===== src/rtl/mdio_poller_pkg.sv =====
package mdio_poller_pkg;
  localparam int unsigned PHY_AW   = 5;
  localparam int unsigned REG_AW   = 5;
  localparam int unsigned N_PHY    = 1 << PHY_AW;
  localparam int unsigned PRE_LEN  = 32;
  localparam int unsigned HDR_LEN  = 4 + PHY_AW + REG_AW;
  localparam int unsigned TA_LEN   = 2;
  localparam int unsigned DATA_LEN = 16;
  localparam int unsigned FRM_LEN  = PRE_LEN + HDR_LEN + TA_LEN + DATA_LEN;
  localparam int unsigned IDX_W    = $clog2(FRM_LEN);

  localparam logic [1:0] ST_CODE = 2'b01;
  localparam logic [1:0] OP_READ = 2'b10;

  typedef logic [PHY_AW-1:0] phy_addr_t;
  typedef logic [REG_AW-1:0] reg_addr_t;
  typedef logic [IDX_W-1:0]  bit_idx_t;
endpackage


===== src/rtl/mdio_clkgen.sv =====
module mdio_clkgen #(
  parameter int unsigned DIV_W = 8
) (
  input  logic             clk_i,
  input  logic             rst_ni,
  input  logic             en_i,
  input  logic [DIV_W-1:0] div_i,
  output logic             mdc_o,
  output logic             rise_o,
  output logic             fall_o
);
  localparam logic [DIV_W-1:0] ONE = DIV_W'(1);

  logic [DIV_W-1:0] cnt_q, lim, lim_m1;
  logic             mdc_q, tick;

  assign lim    = (div_i == '0) ? ONE : div_i;
  assign lim_m1 = lim - ONE;
  assign tick   = en_i && (cnt_q >= lim_m1);
  assign rise_o = tick && !mdc_q;
  assign fall_o = tick && mdc_q;
  assign mdc_o  = mdc_q;

  always_ff @(posedge clk_i or negedge rst_ni) begin
    if (!rst_ni) begin
      cnt_q <= '0;
      mdc_q <= 1'b0;
    end else if (!en_i) begin
      cnt_q <= '0;
      mdc_q <= 1'b0;
    end else if (tick) begin
      cnt_q <= '0;
      mdc_q <= !mdc_q;
    end else begin
      cnt_q <= cnt_q + ONE;
    end
  end

  AST_MDC_OFF: assert property (@(posedge clk_i) disable iff (!rst_ni)
    !en_i |=> !mdc_o);
  AST_MDC_RISE_EN: assert property (@(posedge clk_i) disable iff (!rst_ni)
    $rose(mdc_q) |-> $past(en_i));
endmodule


===== src/rtl/mdio_frame.sv =====
module mdio_frame
  import mdio_poller_pkg::*;
#(
  parameter reg_addr_t STAT_REG = 5'd1
) (
  input  logic      clk_i,
  input  logic      rst_ni,
  input  logic      en_i,
  input  logic      rise_i,
  input  logic      fall_i,
  input  logic      no_pre_i,
  input  logic      mdio_i,
  input  phy_addr_t addr_i,
  output logic      mdio_o,
  output logic      mdio_oe_o,
  output logic      done_o,
  output logic      resp_o
);
  localparam bit_idx_t IDX_HDR  = bit_idx_t'(PRE_LEN);
  localparam bit_idx_t IDX_REL  = bit_idx_t'(PRE_LEN + HDR_LEN);
  localparam bit_idx_t IDX_TA2  = bit_idx_t'(PRE_LEN + HDR_LEN + 1);
  localparam bit_idx_t IDX_LAST = bit_idx_t'(FRM_LEN - 1);
  localparam bit_idx_t IDX_HTOP = bit_idx_t'(PRE_LEN + HDR_LEN - 1);
  localparam bit_idx_t ONE      = bit_idx_t'(1);

  logic                busy_q, resp_q, start, drv_bit;
  bit_idx_t            idx_q, hpos;
  logic [HDR_LEN-1:0]  hdr;

  assign start = fall_i && (!busy_q || idx_q == IDX_LAST);
  assign hdr   = {ST_CODE, OP_READ, addr_i, STAT_REG};
  assign hpos  = IDX_HTOP - idx_q;

  always_comb begin
    if (idx_q < IDX_HDR) drv_bit = 1'b1;
    else                 drv_bit = hdr[hpos[3:0]];
  end

  assign mdio_oe_o = busy_q && (idx_q < IDX_REL);
  assign mdio_o    = mdio_oe_o && drv_bit;
  assign done_o    = fall_i && busy_q && (idx_q == IDX_LAST);
  assign resp_o    = resp_q;

  always_ff @(posedge clk_i or negedge rst_ni) begin
    if (!rst_ni) begin
      busy_q <= 1'b0;
      idx_q  <= '0;
      resp_q <= 1'b0;
    end else if (!en_i) begin
      busy_q <= 1'b0;
      idx_q  <= '0;
      resp_q <= 1'b0;
    end else begin
      if (start) begin
        busy_q <= 1'b1;
        idx_q  <= no_pre_i ? IDX_HDR : '0;
        resp_q <= 1'b0;
      end else if (fall_i && busy_q) begin
        idx_q <= idx_q + ONE;
      end
      if (rise_i && busy_q && idx_q == IDX_TA2) resp_q <= !mdio_i;
    end
  end

  AST_DRIVE_AT_FALL: assert property (@(posedge clk_i) disable iff (!rst_ni)
    (en_i && $past(en_i) && !$past(fall_i)) |-> $stable(mdio_o));
  AST_TA_RELEASED: assert property (@(posedge clk_i) disable iff (!rst_ni)
    (rise_i && busy_q && idx_q == IDX_TA2) |-> !mdio_oe_o);
endmodule


===== src/rtl/mdio_scan.sv =====
module mdio_scan
  import mdio_poller_pkg::*;
(
  input  logic             clk_i,
  input  logic             rst_ni,
  input  logic             en_i,
  input  logic             done_i,
  input  logic             resp_i,
  input  logic             irq_en_i,
  output phy_addr_t        addr_o,
  output logic [N_PHY-1:0] alive_o,
  output logic             irq_o
);
  phy_addr_t        addr_q;
  logic [N_PHY-1:0] alive_q;
  logic             irq_q, changed;

  assign changed = done_i && (alive_q[addr_q] != resp_i);

  always_ff @(posedge clk_i or negedge rst_ni) begin
    if (!rst_ni) begin
      addr_q <= '0;
      irq_q  <= 1'b0;
    end else begin
      irq_q <= changed && irq_en_i;
      if (!en_i)       addr_q <= '0;
      else if (done_i) addr_q <= addr_q + phy_addr_t'(1);
    end
  end

  for (genvar g = 0; g < N_PHY; g++) begin : g_map
    always_ff @(posedge clk_i or negedge rst_ni) begin
      if (!rst_ni)                                       alive_q[g] <= 1'b0;
      else if (done_i && addr_q == phy_addr_t'(g))       alive_q[g] <= resp_i;
    end
  end

  assign addr_o  = addr_q;
  assign alive_o = alive_q;
  assign irq_o   = irq_q;

  AST_ADDR_WRAP: assert property (@(posedge clk_i) disable iff (!rst_ni)
    (en_i && done_i && addr_q == phy_addr_t'(N_PHY - 1)) |=> addr_q == '0);
  AST_ADDR_HOLD: assert property (@(posedge clk_i) disable iff (!rst_ni)
    (en_i && !done_i) |=> $stable(addr_q));
  AST_ONE_BIT: assert property (@(posedge clk_i) disable iff (!rst_ni)
    done_i |=> $countones(alive_q ^ $past(alive_q)) <= 1);
  AST_MAP_HOLD: assert property (@(posedge clk_i) disable iff (!rst_ni)
    !done_i |=> $stable(alive_q));
  AST_IRQ_MASK: assert property (@(posedge clk_i) disable iff (!rst_ni)
    irq_q |-> $past(irq_en_i));
endmodule


===== src/rtl/mdio_poller.sv =====
module mdio_poller
  import mdio_poller_pkg::*;
#(
  parameter int unsigned DIV_W    = 8,
  parameter reg_addr_t   STAT_REG = 5'd1
) (
  input  logic             clk_i,
  input  logic             rst_ni,
  input  logic             en_i,
  input  logic [DIV_W-1:0] div_i,
  input  logic             no_pre_i,
  input  logic             irq_en_i,
  input  logic             mdio_i,
  output logic             mdc_o,
  output logic             mdio_o,
  output logic             mdio_oe_o,
  output logic [31:0]      alive_o,
  output logic             irq_o
);
  logic      rise, fall, done, resp;
  phy_addr_t addr;

  mdio_clkgen #(.DIV_W(DIV_W)) u_clk (
    .clk_i, .rst_ni, .en_i, .div_i,
    .mdc_o, .rise_o(rise), .fall_o(fall)
  );

  mdio_frame #(.STAT_REG(STAT_REG)) u_frame (
    .clk_i, .rst_ni, .en_i,
    .rise_i(rise), .fall_i(fall), .no_pre_i, .mdio_i, .addr_i(addr),
    .mdio_o, .mdio_oe_o, .done_o(done), .resp_o(resp)
  );

  mdio_scan u_scan (
    .clk_i, .rst_ni, .en_i,
    .done_i(done), .resp_i(resp), .irq_en_i,
    .addr_o(addr), .alive_o, .irq_o
  );
endmodule


===== config.mk =====
export PLATFORM = sky130hd
export DESIGN_NAME = mdio_poller
export DESIGN_NICKNAME = d
export VERILOG_FILES = /design/src/rtl/mdio_poller_pkg.sv /design/src/rtl/mdio_clkgen.sv /design/src/rtl/mdio_frame.sv /design/src/rtl/mdio_scan.sv /design/src/rtl/mdio_poller.sv
export SDC_FILE = /design/constraint.sdc
export NUM_CORES = 1
export LEC_CHECK = 0
export ABC_AREA = 0
export ABC_CLOCK_PERIOD_IN_PS = 2600
export CORE_MARGIN = 2
export CORE_UTILIZATION = 51
export CTS_CLUSTER_DIAMETER = 120
export CTS_CLUSTER_SIZE = 28
export DETAILED_ROUTE_END_ITERATION = 10
export DONT_BUFFER_PORTS = 1
export PLACE_DENSITY = 0.66
export SYNTH_ARGS = -nofsm -noshare
export SYNTH_HDL_FRONTEND = slang
export SYNTH_SLANG_ARGS = --single-unit

===== constraint.sdc =====
create_clock -name clk_i -period 2.6 [get_ports clk_i]
set_input_delay 0.52 -clock clk_i [delete_from_list [all_inputs] [get_ports clk_i]]
set_output_delay 0.52 -clock clk_i [all_outputs]
set_load 0.05 [all_outputs]

---- Yosys cells after proc, flatten, opt, wreduce, memory -nomap -nowiden ----
Cells that the tools add are included.
storage, ports and cells
  flip-flop bits (word level) ............. 55
  word-level logic and storage cells ...... 159
operators by class
  add/sub/neg operators ................... 5
  order comparisons ....................... 5
  equality and inequality tests ........... 39
  mux-type cells .......................... 21
  reduce and logical (&&, ||, !) cells .... 50
operators with widths
  kind                 number
  $eq 5x5->1 const B   16
  $logic_and 1x1->1    44
  $eq 5x4->1 const B   8
  $mux 6               4
  $mux 8               3
  $eq 5x3->1 const B   4
  $eq 6x6->1 const B   2
  $lt 6x6->1 const B   2
  $eq 5x2->1 const B   2
  $mux 1               10
  $mux 5               2
  $add 8x1->8 const B  1
  $ge 8x8->1           1
  $logic_not 8->1      1
  $sub 8x1->8 const B  1
  $add 6x1->6 const B  1
  $lt 5x6->1 const B   1
  $ne 2x1->1 const B   3
  $ne 3x1->1 const B   2
  $add 5x1->5 const B  1
  $bmux 1 s5           1
  $eq 5x1->1 const B   1
  $logic_not 5->1      1
  $lt 4x5->1 const B   1
  5 further kinds      7

---- Longest topological paths before layout ----
Gate-level depths: netlist (run 1).
  depth after elaboration ................. 10
  depth in mapped cells ................... 14

---- Hierarchy ----
A second synthesis (run 1) with hierarchy kept.
second synthesis, totals
  cells, all modules ...................... 320
  area, all modules ....................... 3395.8 µm²
modules (own cells, without submodules)
  module       times used  cells each  area an instance (µm²)  seq. area each (µm²)
  mdio_scan    1           178         2059.5                  950.9
  mdio_clkgen  1           75          748.2                   225.2
  mdio_frame   1           67          588.1                   200.2

---- Worst setup path after synthesis (run 1) ----
OpenSTA, ideal clock, no wires.
  path kind ............................... input-to-reg
  start ................................... input port div_i[3]
  end ..................................... register u_scan.alive_q[12], in the netlist u_scan.alive_o[12]
  arrival time ............................ 2.975 ns
  path slack .............................. -0.502 ns
  stages .................................. 13
  path buffers ............................ 1
  cells stage by stage .................... nor4_1 a31oi_1 ha_1 nand2b_1 nor4_1 xnor2_1 ha_1 nand4_1 nor2_1 a32oi_4 buf_4 nor3_2 mux2_1
on the way
  longest elaborated chain between the ends .. 9
RTL lines
  element                            RTL line           text
  from (decl)                        mdio_poller.sv:10  input logic [DIV_W-1:0] div_i,
  $logic_not 8->1                    mdio_clkgen.sv:17  assign lim = (div_i == '0) ? ONE : div_i;
  $mux 8 *                           mdio_clkgen.sv:17
  $sub 8x1->8 *                      mdio_clkgen.sv:18  assign lim_m1 = lim - ONE;
  $ge 8x8->1 *                       mdio_clkgen.sv:19  assign tick = en_i && (cnt_q >= lim_m1);
  $logic_and 1x1->1 *                mdio_clkgen.sv:19
  $logic_and 1x1->1 *                mdio_clkgen.sv:21  assign fall_o = tick && mdc_q;
  $logic_and 1x1->1 * (2 in series)  mdio_frame.sv:41   assign done_o = fall_i && busy_q && (idx_q == IDX_LAST);
  $logic_and 1x1->1 *                mdio_scan.sv:34    else if (done_i && addr_q == phy_addr_t'(g)) alive_q[g] <= resp_i;
  to (signal, indexed assignment)    mdio_scan.sv:34
  to (decl)                          mdio_scan.sv:15    logic [N_PHY-1:0] alive_q;
Mark *: on every way between the ends. The rest lies on a longest branch, timed or not.
A chain may end at the register's enable or synchronous reset.

---- Worst setup path in the final report (run 1) ----
  start ................................... input port div_i[3]
  end ..................................... register u_scan.alive_q[26], in the netlist u_scan.alive_o[26]
Same word-level chain as after synthesis.

==> impl_metrics.env, run 1 <==
export IMPL_dr_pass1_iters=4
export IMPL_startpoint="div_i[3]"
export IMPL_syn_num_nets=360
export IMPL_cts_buffers=5
export IMPL_grt_pass1_vias=2643
export IMPL_synth_cell_types=56
export IMPL_clkTransAtPathRegs_ns=0.10
export IMPL_finalNetCount=391
export IMPL_critPathKind="input pin to flop"
export IMPL_r2r_start="u_clk.cnt_q[0]"
export IMPL_rsz0062_at_grt="yes"
export IMPL_clock_path_buffers=2
export IMPL_maxSlewViolCount=0
export IMPL_htreeDepth=2
export IMPL_yosysWarningCount=0
export IMPL_io_pins=50
export IMPL_critPathArrivalTime_ns=3.08
export IMPL_syn_inst=326
export IMPL_path_buf_inv=2
export IMPL_relSlewSlack=0.302
export IMPL_die_h_um=87.3
export IMPL_multi_input_area_um2=2330
export IMPL_num_vias=2599
export IMPL_synth_async_reset_ratio=1.00
export IMPL_regArea_um2=1380
export IMPL_p_comb_frac=0.091
export IMPL_yosysSeqAreaShare=0.389
export IMPL_rows=30
export IMPL_vdd_drop_max_mv=0.268
export IMPL_path_depth=14
export IMPL_gr_total_overflow=0
export IMPL_p_sw_uw=370
export IMPL_drt_total_wl_um=8400
export IMPL_place_ws_ns=-0.548
export IMPL_fmaxAchievable_ghz=0.348
export IMPL_finalWorstSetupSlack_ns=-0.271
export IMPL_place_congestion=0.799
export IMPL_clkPwrFrac=0.361
export IMPL_crit_family="compound AO/OA/AOI/OAI gates"
export IMPL_endpoint_kind="flop"
export IMPL_reg2reg_slack_ns=0.19
export IMPL_period_needed_ns=2.87
export IMPL_outcome="finished with violations"
export IMPL_critPathSlowestCell="mux2_1"
export IMPL_io_buffers=0
export IMPL_vias_per_cell=5.95
export IMPL_synth_main_ff_cell="dfrtp_1"
export IMPL_place_hpwl_um=5420
export IMPL_nFillCells=543
export IMPL_grt_pass1_wl_um=13400
export IMPL_reg2reg_depth=9
export IMPL_clock_latency_ns=0.31
export IMPL_synth_seq_cells=55
export IMPL_post_route_period_util=1.10
export IMPL_syn2layout_area_growth_pct=23.5
export IMPL_synth_area_um2=3540
export IMPL_r2r_end="u_scan.alive_o[26]"
export IMPL_tns_ns=-7.92
export IMPL_finalHoldViolCount=0
export IMPL_die_area_um2=7620
export IMPL_postRouteAntennaNets=0
export IMPL_crit_path_max_fanout=14
export IMPL_grt_max_degree=56
export IMPL_cp_required_ns=2.81
export IMPL_cts_sinks=55
export IMPL_antenna_found_initial=0
export IMPL_worstMarginPinSlew_ns=1.05
export IMPL_drc=0
export IMPL_worstPathCellList="nor4_4, a31oi_2, buf_4, nand2_4, nor3_2, xnor2_1, ha_1, a21oi_2, o21a_1, nor2_4, a32oi_4, clkbuf_16, nor3_2, mux2_1"
export IMPL_powerDensity_nw_per_um2=362
export IMPL_startpoint_type="input pin"
export IMPL_dieWidth_um=87.3
export IMPL_initial_utilization=0.523
export IMPL_max_cap_viol_count=0
export IMPL_drive_above_1_share=0.373
export IMPL_grtUsageTotal=0.225
export IMPL_cts_tree="built"
export IMPL_skew_ns=0.00741
export IMPL_power_frac_seq=0.548
export IMPL_detail_route_wl_per_cell_um=19.2
export IMPL_syn_avg_cell_area_um2=10.8
export IMPL_switching_share=0.234
export IMPL_violations="setup timing"
export IMPL_diodes=0
export IMPL_p_int_uw=1210
export IMPL_slowest_delay_ns=0.32
export IMPL_cpMostUsedCell="nor3_2"
export IMPL_drt_iter0_drc=149
export IMPL_synth_edff_count=0
export IMPL_setup_viol_count_final=41
export IMPL_worstHoldPathType="input pin to asynchronous set/reset pin"
export IMPL_cts_root_buf="clkbuf_8"
export IMPL_p_leak_uw=0.00191
export IMPL_core_um2=6760
-- cells by family after synthesis --
| logic type | count (synthesis) | synth area share |
|---|---|---|
| compound gates | 43 | 0.0917 |
| xor+xnor | 15 | 0.0372 |
| fa+ha+maj | 20 | 0.0708 |
| buf+inv | 30 | 0.0400 |
| flops | 55 | 0.389 |
| mux | 46 | 0.170 |
| simple gates | 117 | 0.201 |
-- routing by layer --
metal | vias up | share of wire | track usage
met5 | - | 0 | 0
met4 | 0 | 0.0098 | 0.0462
met3 | 7 | 0.041 | 0.0398
met2 | 67 | 0.50 | 0.360
met1 | 1296 | 0.45 | 0.321
li1 | 1229 | - | -
-- registers in the layout, summed over array words and instances, names as in the netlist --
| signal | count |
|---|---|
| u_clk.cnt_q | 8 |
| u_clk.mdc_o | 1 |
| u_frame.busy_q | 1 |
| u_frame.idx_q | 6 |
| u_frame.resp_o | 1 |
| u_scan.addr_o | 5 |
| u_scan.alive_o | 32 |
| u_scan.irq_o | 1 |
-- layout by cell type, fill, tap and decap left out, types with 3 or more instances in the layout --
| master | synthesis | final |
|---|---|---|
| o21ai_0 | 7 | 5 |
| buf_4 | 3 | 30 |
| nor2_2 | 1 | 5 |
| nor3_1 | 5 | 4 |
| o21ai_1 | 2 | 3 |
| and3_1 | 4 | 4 |
| clkbuf_8 | 0 | 5 |
| nor2b_1 | 4 | 4 |
| xor2_1 | 6 | 6 |
| buf_6 | 2 | 3 |
| xnor2_1 | 9 | 7 |
| buf_12 | 0 | 3 |
| mux2_4 | 0 | 8 |
| nand2_1 | 22 | 20 |
| nand3_1 | 13 | 13 |
| mux2i_1 | 6 | 6 |
| o211ai_1 | 3 | 3 |
| mux2_1 | 24 | 19 |
| nor3_2 | 22 | 14 |
| a21oi_2 | 1 | 3 |
| mux4_2 | 8 | 8 |
| a21oi_1 | 13 | 9 |
| ha_4 | 0 | 3 |
| inv_1 | 15 | 15 |
| ha_1 | 20 | 16 |
| nor2_4 | 1 | 7 |
| nor2_1 | 27 | 17 |
| mux2_2 | 8 | 5 |
| dfrtp_1 | 55 | 55 |
| nor3_4 | 0 | 9 |
-- per-stage QoR --
stage	cells	total power [uW]	instance area, um^2	utilization	hold slack (ns)
floorplan	326	943	3580	-	0.224
finish	437	1580	4370	0.646	0.0544
global placement	419	966	3840	0.568	0.226
CTS	431	1580	4190	0.620	0.0690
detailed placement	419	968	3840	0.568	0.227
global route	437	1650	4370	0.646	0.0659
-- cell usage after synthesis (3+ instances only) --
library cell | count | area [um^2]
a21oi_1 | 13 | 65.1
and3_1 | 4 | 25.0
buf_4 | 3 | 22.5
clkbuf_1 | 8 | 30.0
dfrtp_1 | 55 | 1380
ha_1 | 20 | 250
inv_1 | 15 | 56.3
mux2_1 | 24 | 270
mux2_2 | 8 | 90.1
mux2i_1 | 6 | 60.1
mux4_2 | 8 | 180
nand2_1 | 22 | 82.6
nand3_1 | 13 | 65.1
nor2_1 | 27 | 101
nor2b_1 | 4 | 25.0
nor3_1 | 5 | 25.0
nor3_2 | 22 | 220
o211ai_1 | 3 | 22.5
o21ai_0 | 7 | 35.0
xnor2_1 | 9 | 78.8
xor2_1 | 6 | 52.6
-- layout make-up --
| class | count | area share |
|---|---|---|
| well taps | 80 | 0.0229 |
| clock buffers | 5 | 0.0158 |
| clock inverters | 2 | 0.00859 |
| multi-input cells | 241 | 0.534 |
| repair buffers | 39 | 0.0908 |
| flip-flops and latches | 55 | 0.315 |
| inverters | 15 | 0.0129 |
-- worst max-delay path by stage --
| stage | endpoint | slack [ns] |
|---|---|---|
| 2_1_floorplan | u_scan.alive_o[26] | -0.35 |
| 3_3_place_gp | u_scan.alive_o[31] | -0.50 |
| 3_5_place_dp | u_scan.alive_o[25] | -0.55 |
| 4_1_cts | u_scan.alive_o[25] | -0.17 |
| 5_1_grt | u_scan.alive_o[31] | -0.40 |
| 6_report | u_scan.alive_o[26] | -0.27 |
-- worst register-to-register path, delay by kind of cell, from the launching register on --
kind            cells  cell delay [ns]
fa+ha+maj           1             0.24
simple gates        2             0.20
flops               1             0.45
compound gates      3             0.74
mux                 1             0.32
buf+inv             2             0.36
-- repair_timing --
action,in CTS,in global routing
buffers inserted,5,4
gates resized for setup,39,20
hold endpoints to repair,55,0
pin swaps,9,4
setup endpoints to repair,50,55
hold buffers,1,0
cloned,0,2
-- power by group through the flow --
stage	Combinational [uW]	Sequential, uW	Clock [uW]
after CTS	139	867	576
after detailed placement	84.7	883	0
final	144	867	570
after global routing	158	868	622
after floorplan	60.5	882	0
after global placement	82.8	884	0
(Power assumes the default switching activity.)
==> run 2, diff against run 1 <==
Settings changed: SKIP_LAST_GASP set to 1, SLEW_MARGIN set to 20.
==> run 2 against run 1 <==
First-iteration DRC count down 23%; count of clock-buffer cells in the layout unchanged; largest cell class unchanged; setup slack improved by 0.0025 ns; the run still ends with setup timing left; flip-flop and latch count unchanged; sequential share of layout area is 0.24 points higher; register-to-register slack barely moved.
==> impl_metrics.env, run 2 (synthesized netlist as in run 1, its figures left out) <==
export IMPL_outcome="finished with violations"
export IMPL_violations="setup timing"
export IMPL_cts_root_buf="clkbuf_8"
export IMPL_max_cap_viol_count=0
export IMPL_post_route_period_util=1.10
export IMPL_r2r_start="u_clk.cnt_q[0]"
export IMPL_cp_required_ns=2.80
export IMPL_finalNetCount=391
export IMPL_io_pins=50
export IMPL_nFillCells=545
export IMPL_drc=0
export IMPL_endpoint_kind="flop"
export IMPL_relSlewSlack=0.305
export IMPL_tns_ns=-7.59
export IMPL_diodes=0
export IMPL_htreeDepth=2
export IMPL_critPathKind="input pin to flop"
export IMPL_core_um2=6760
export IMPL_cts_sinks=55
export IMPL_cts_tree="built"
export IMPL_period_needed_ns=2.87
export IMPL_drt_total_wl_um=8230
export IMPL_stdcell_area_um2=4340
export IMPL_reg2reg_depth=9
export IMPL_initial_utilization=0.523
export IMPL_drt_iter0_drc=115
export IMPL_maxSlewViolCount=0
export IMPL_hold_ws_ns=0.0566
export IMPL_place_congestion=0.799
export IMPL_r2r_end="u_scan.alive_o[25]"
export IMPL_rows=30
export IMPL_crit_path_max_fanout=7
export IMPL_detail_route_wl_per_cell_um=18.8
export IMPL_clock_path_buffers=2
export IMPL_path_buf_inv=2
export IMPL_p_leak_uw=0.00188
export IMPL_cpMostUsedCell="nor3_2"
export IMPL_crit_family="compound AO/OA/AOI/OAI gates"
export IMPL_finalHoldViolCount=0
export IMPL_clkTransAtPathRegs_ns=0.10
export IMPL_dieWidth_um=87.3
export IMPL_startpoint_type="input pin"
export IMPL_grt_pass1_wl_um=13400
export IMPL_clock_latency_ns=0.31
export IMPL_reg2reg_slack_ns=0.20
export IMPL_antenna_found_initial=0
export IMPL_worstMarginPinSlew_ns=1.04
export IMPL_skew_ns=0.00715
export IMPL_largest_reg_flops=32
export IMPL_final_common_cell="dfrtp_1"
export IMPL_multi_input_area_um2=2300
export IMPL_vdd_drop_max_mv=0.270
export IMPL_place_hpwl_um=5420
export IMPL_drive_above_1_share=0.356
export IMPL_io_buffers=0
export IMPL_die_area_um2=7620
export IMPL_rsz0062_at_grt="yes"
export IMPL_syn2layout_area_growth_pct=22.6
export IMPL_grt_max_degree=56
export IMPL_dr_pass1_iters=4
export IMPL_dp_cells=419
export IMPL_fmaxAchievable_ghz=0.349
export IMPL_dpl_cell_area_um2=3840
export IMPL_num_vias=2594
export IMPL_layout_common_cells="dfrtp_1 (55), buf_4 (30), mux2_1 (23)"
export IMPL_place_ws_ns=-0.548
export IMPL_critPathArrivalTime_ns=3.07
export IMPL_grt_pass1_vias=2642
export IMPL_critPathSlowestCell="mux2_1"
export IMPL_grtUsageTotal=0.224
export IMPL_slowest_delay_ns=0.33
export IMPL_powerDensity_nw_per_um2=364
export IMPL_worstPathCellList="nor4_4, a31oi_2, buf_4, nand2_4, nor3_2, xnor2_1, ha_1, a21oi_2, o21a_1, nor2_4, a32oi_4, clkbuf_16, nor3_2, mux2_1"
export IMPL_postRouteAntennaNets=0
export IMPL_vias_per_cell=5.94
export IMPL_finalWorstSetupSlack_ns=-0.268
export IMPL_worstHoldPathType="input pin to asynchronous set/reset pin"
export IMPL_instances_no_fill=437
export IMPL_die_h_um=87.3
export IMPL_cts_buffers=5
export IMPL_setup_viol_count_final=41
export IMPL_regArea_um2=1380
export IMPL_gr_total_overflow=0
-- run 2: cell types whose count changed in the layout (fill, tap and decap cells not counted) --
cell | before | now
and4_2 | 1 | 0
nor3_2 | 14 | 16
a21oi_2 | 3 | 2
mux2_4 | 8 | 4
mux2_1 | 19 | 23
nor3_4 | 9 | 7
a21oi_1 | 9 | 10
and4_1 | 0 | 1
-- run 2: timing repair --
item	in CTS	in global routing
hold endpoints to repair	55	0
buffers inserted	5	4
cloned	0	2
hold buffers	1	0
pin swaps	9	3
gates resized for setup	37	14
setup endpoints to repair	50	55
-- run 2: worst max path at each step --
stage,start,end,cells past startpoint
floorplan,div_i[3],u_scan.alive_o[26],14
CTS,div_i[3],u_scan.alive_o[25],14
finish,div_i[3],u_scan.alive_o[25],14
global route,div_i[3],u_scan.alive_o[25],14
global placement,div_i[3],u_scan.alive_o[31],14
detailed placement,div_i[3],u_scan.alive_o[25],14
-- run 2: where the power goes --
group | switching, uW | leakage, uW | internal [uW]
Clock | 287 | 0.0000502 | 282
Combinational | 73.2 | 0.00107 | 70.0
Sequential | 7.91 | 0.000766 | 859
Total | 368 | 0.00188 | 1210
-- run 2: through the flow --
| stage | total power, uW | util |
|---|---|---|
| finish | 1580 | 0.642 |
| global route | 1650 | 0.642 |
| CTS | 1580 | 0.619 |
| detailed placement | 968 | 0.568 |
| global placement | 966 | 0.568 |
| floorplan | 943 | - |
-- run 2: layer usage --
metal / track usage / vias up / wire [um]
li1: - / 1234 / -
met1: 0.320 / 1295 / 3770
met2: 0.360 / 56 / 4070
met3: 0.0408 / 9 / 291
met4: 0.0462 / 0 / 95
met5: 0 / - / 0
-- run 2: final cells by class --
class / count / share of cell area
Clock buffer: 5 / 0.0159
Clock inverter: 2 / 0.00866
Inverter: 15 / 0.0130
Multi-Input combinational cell: 241 / 0.530
Sequential cell: 55 / 0.317
Tap cell: 80 / 0.0231
Timing Repair Buffer: 39 / 0.0915
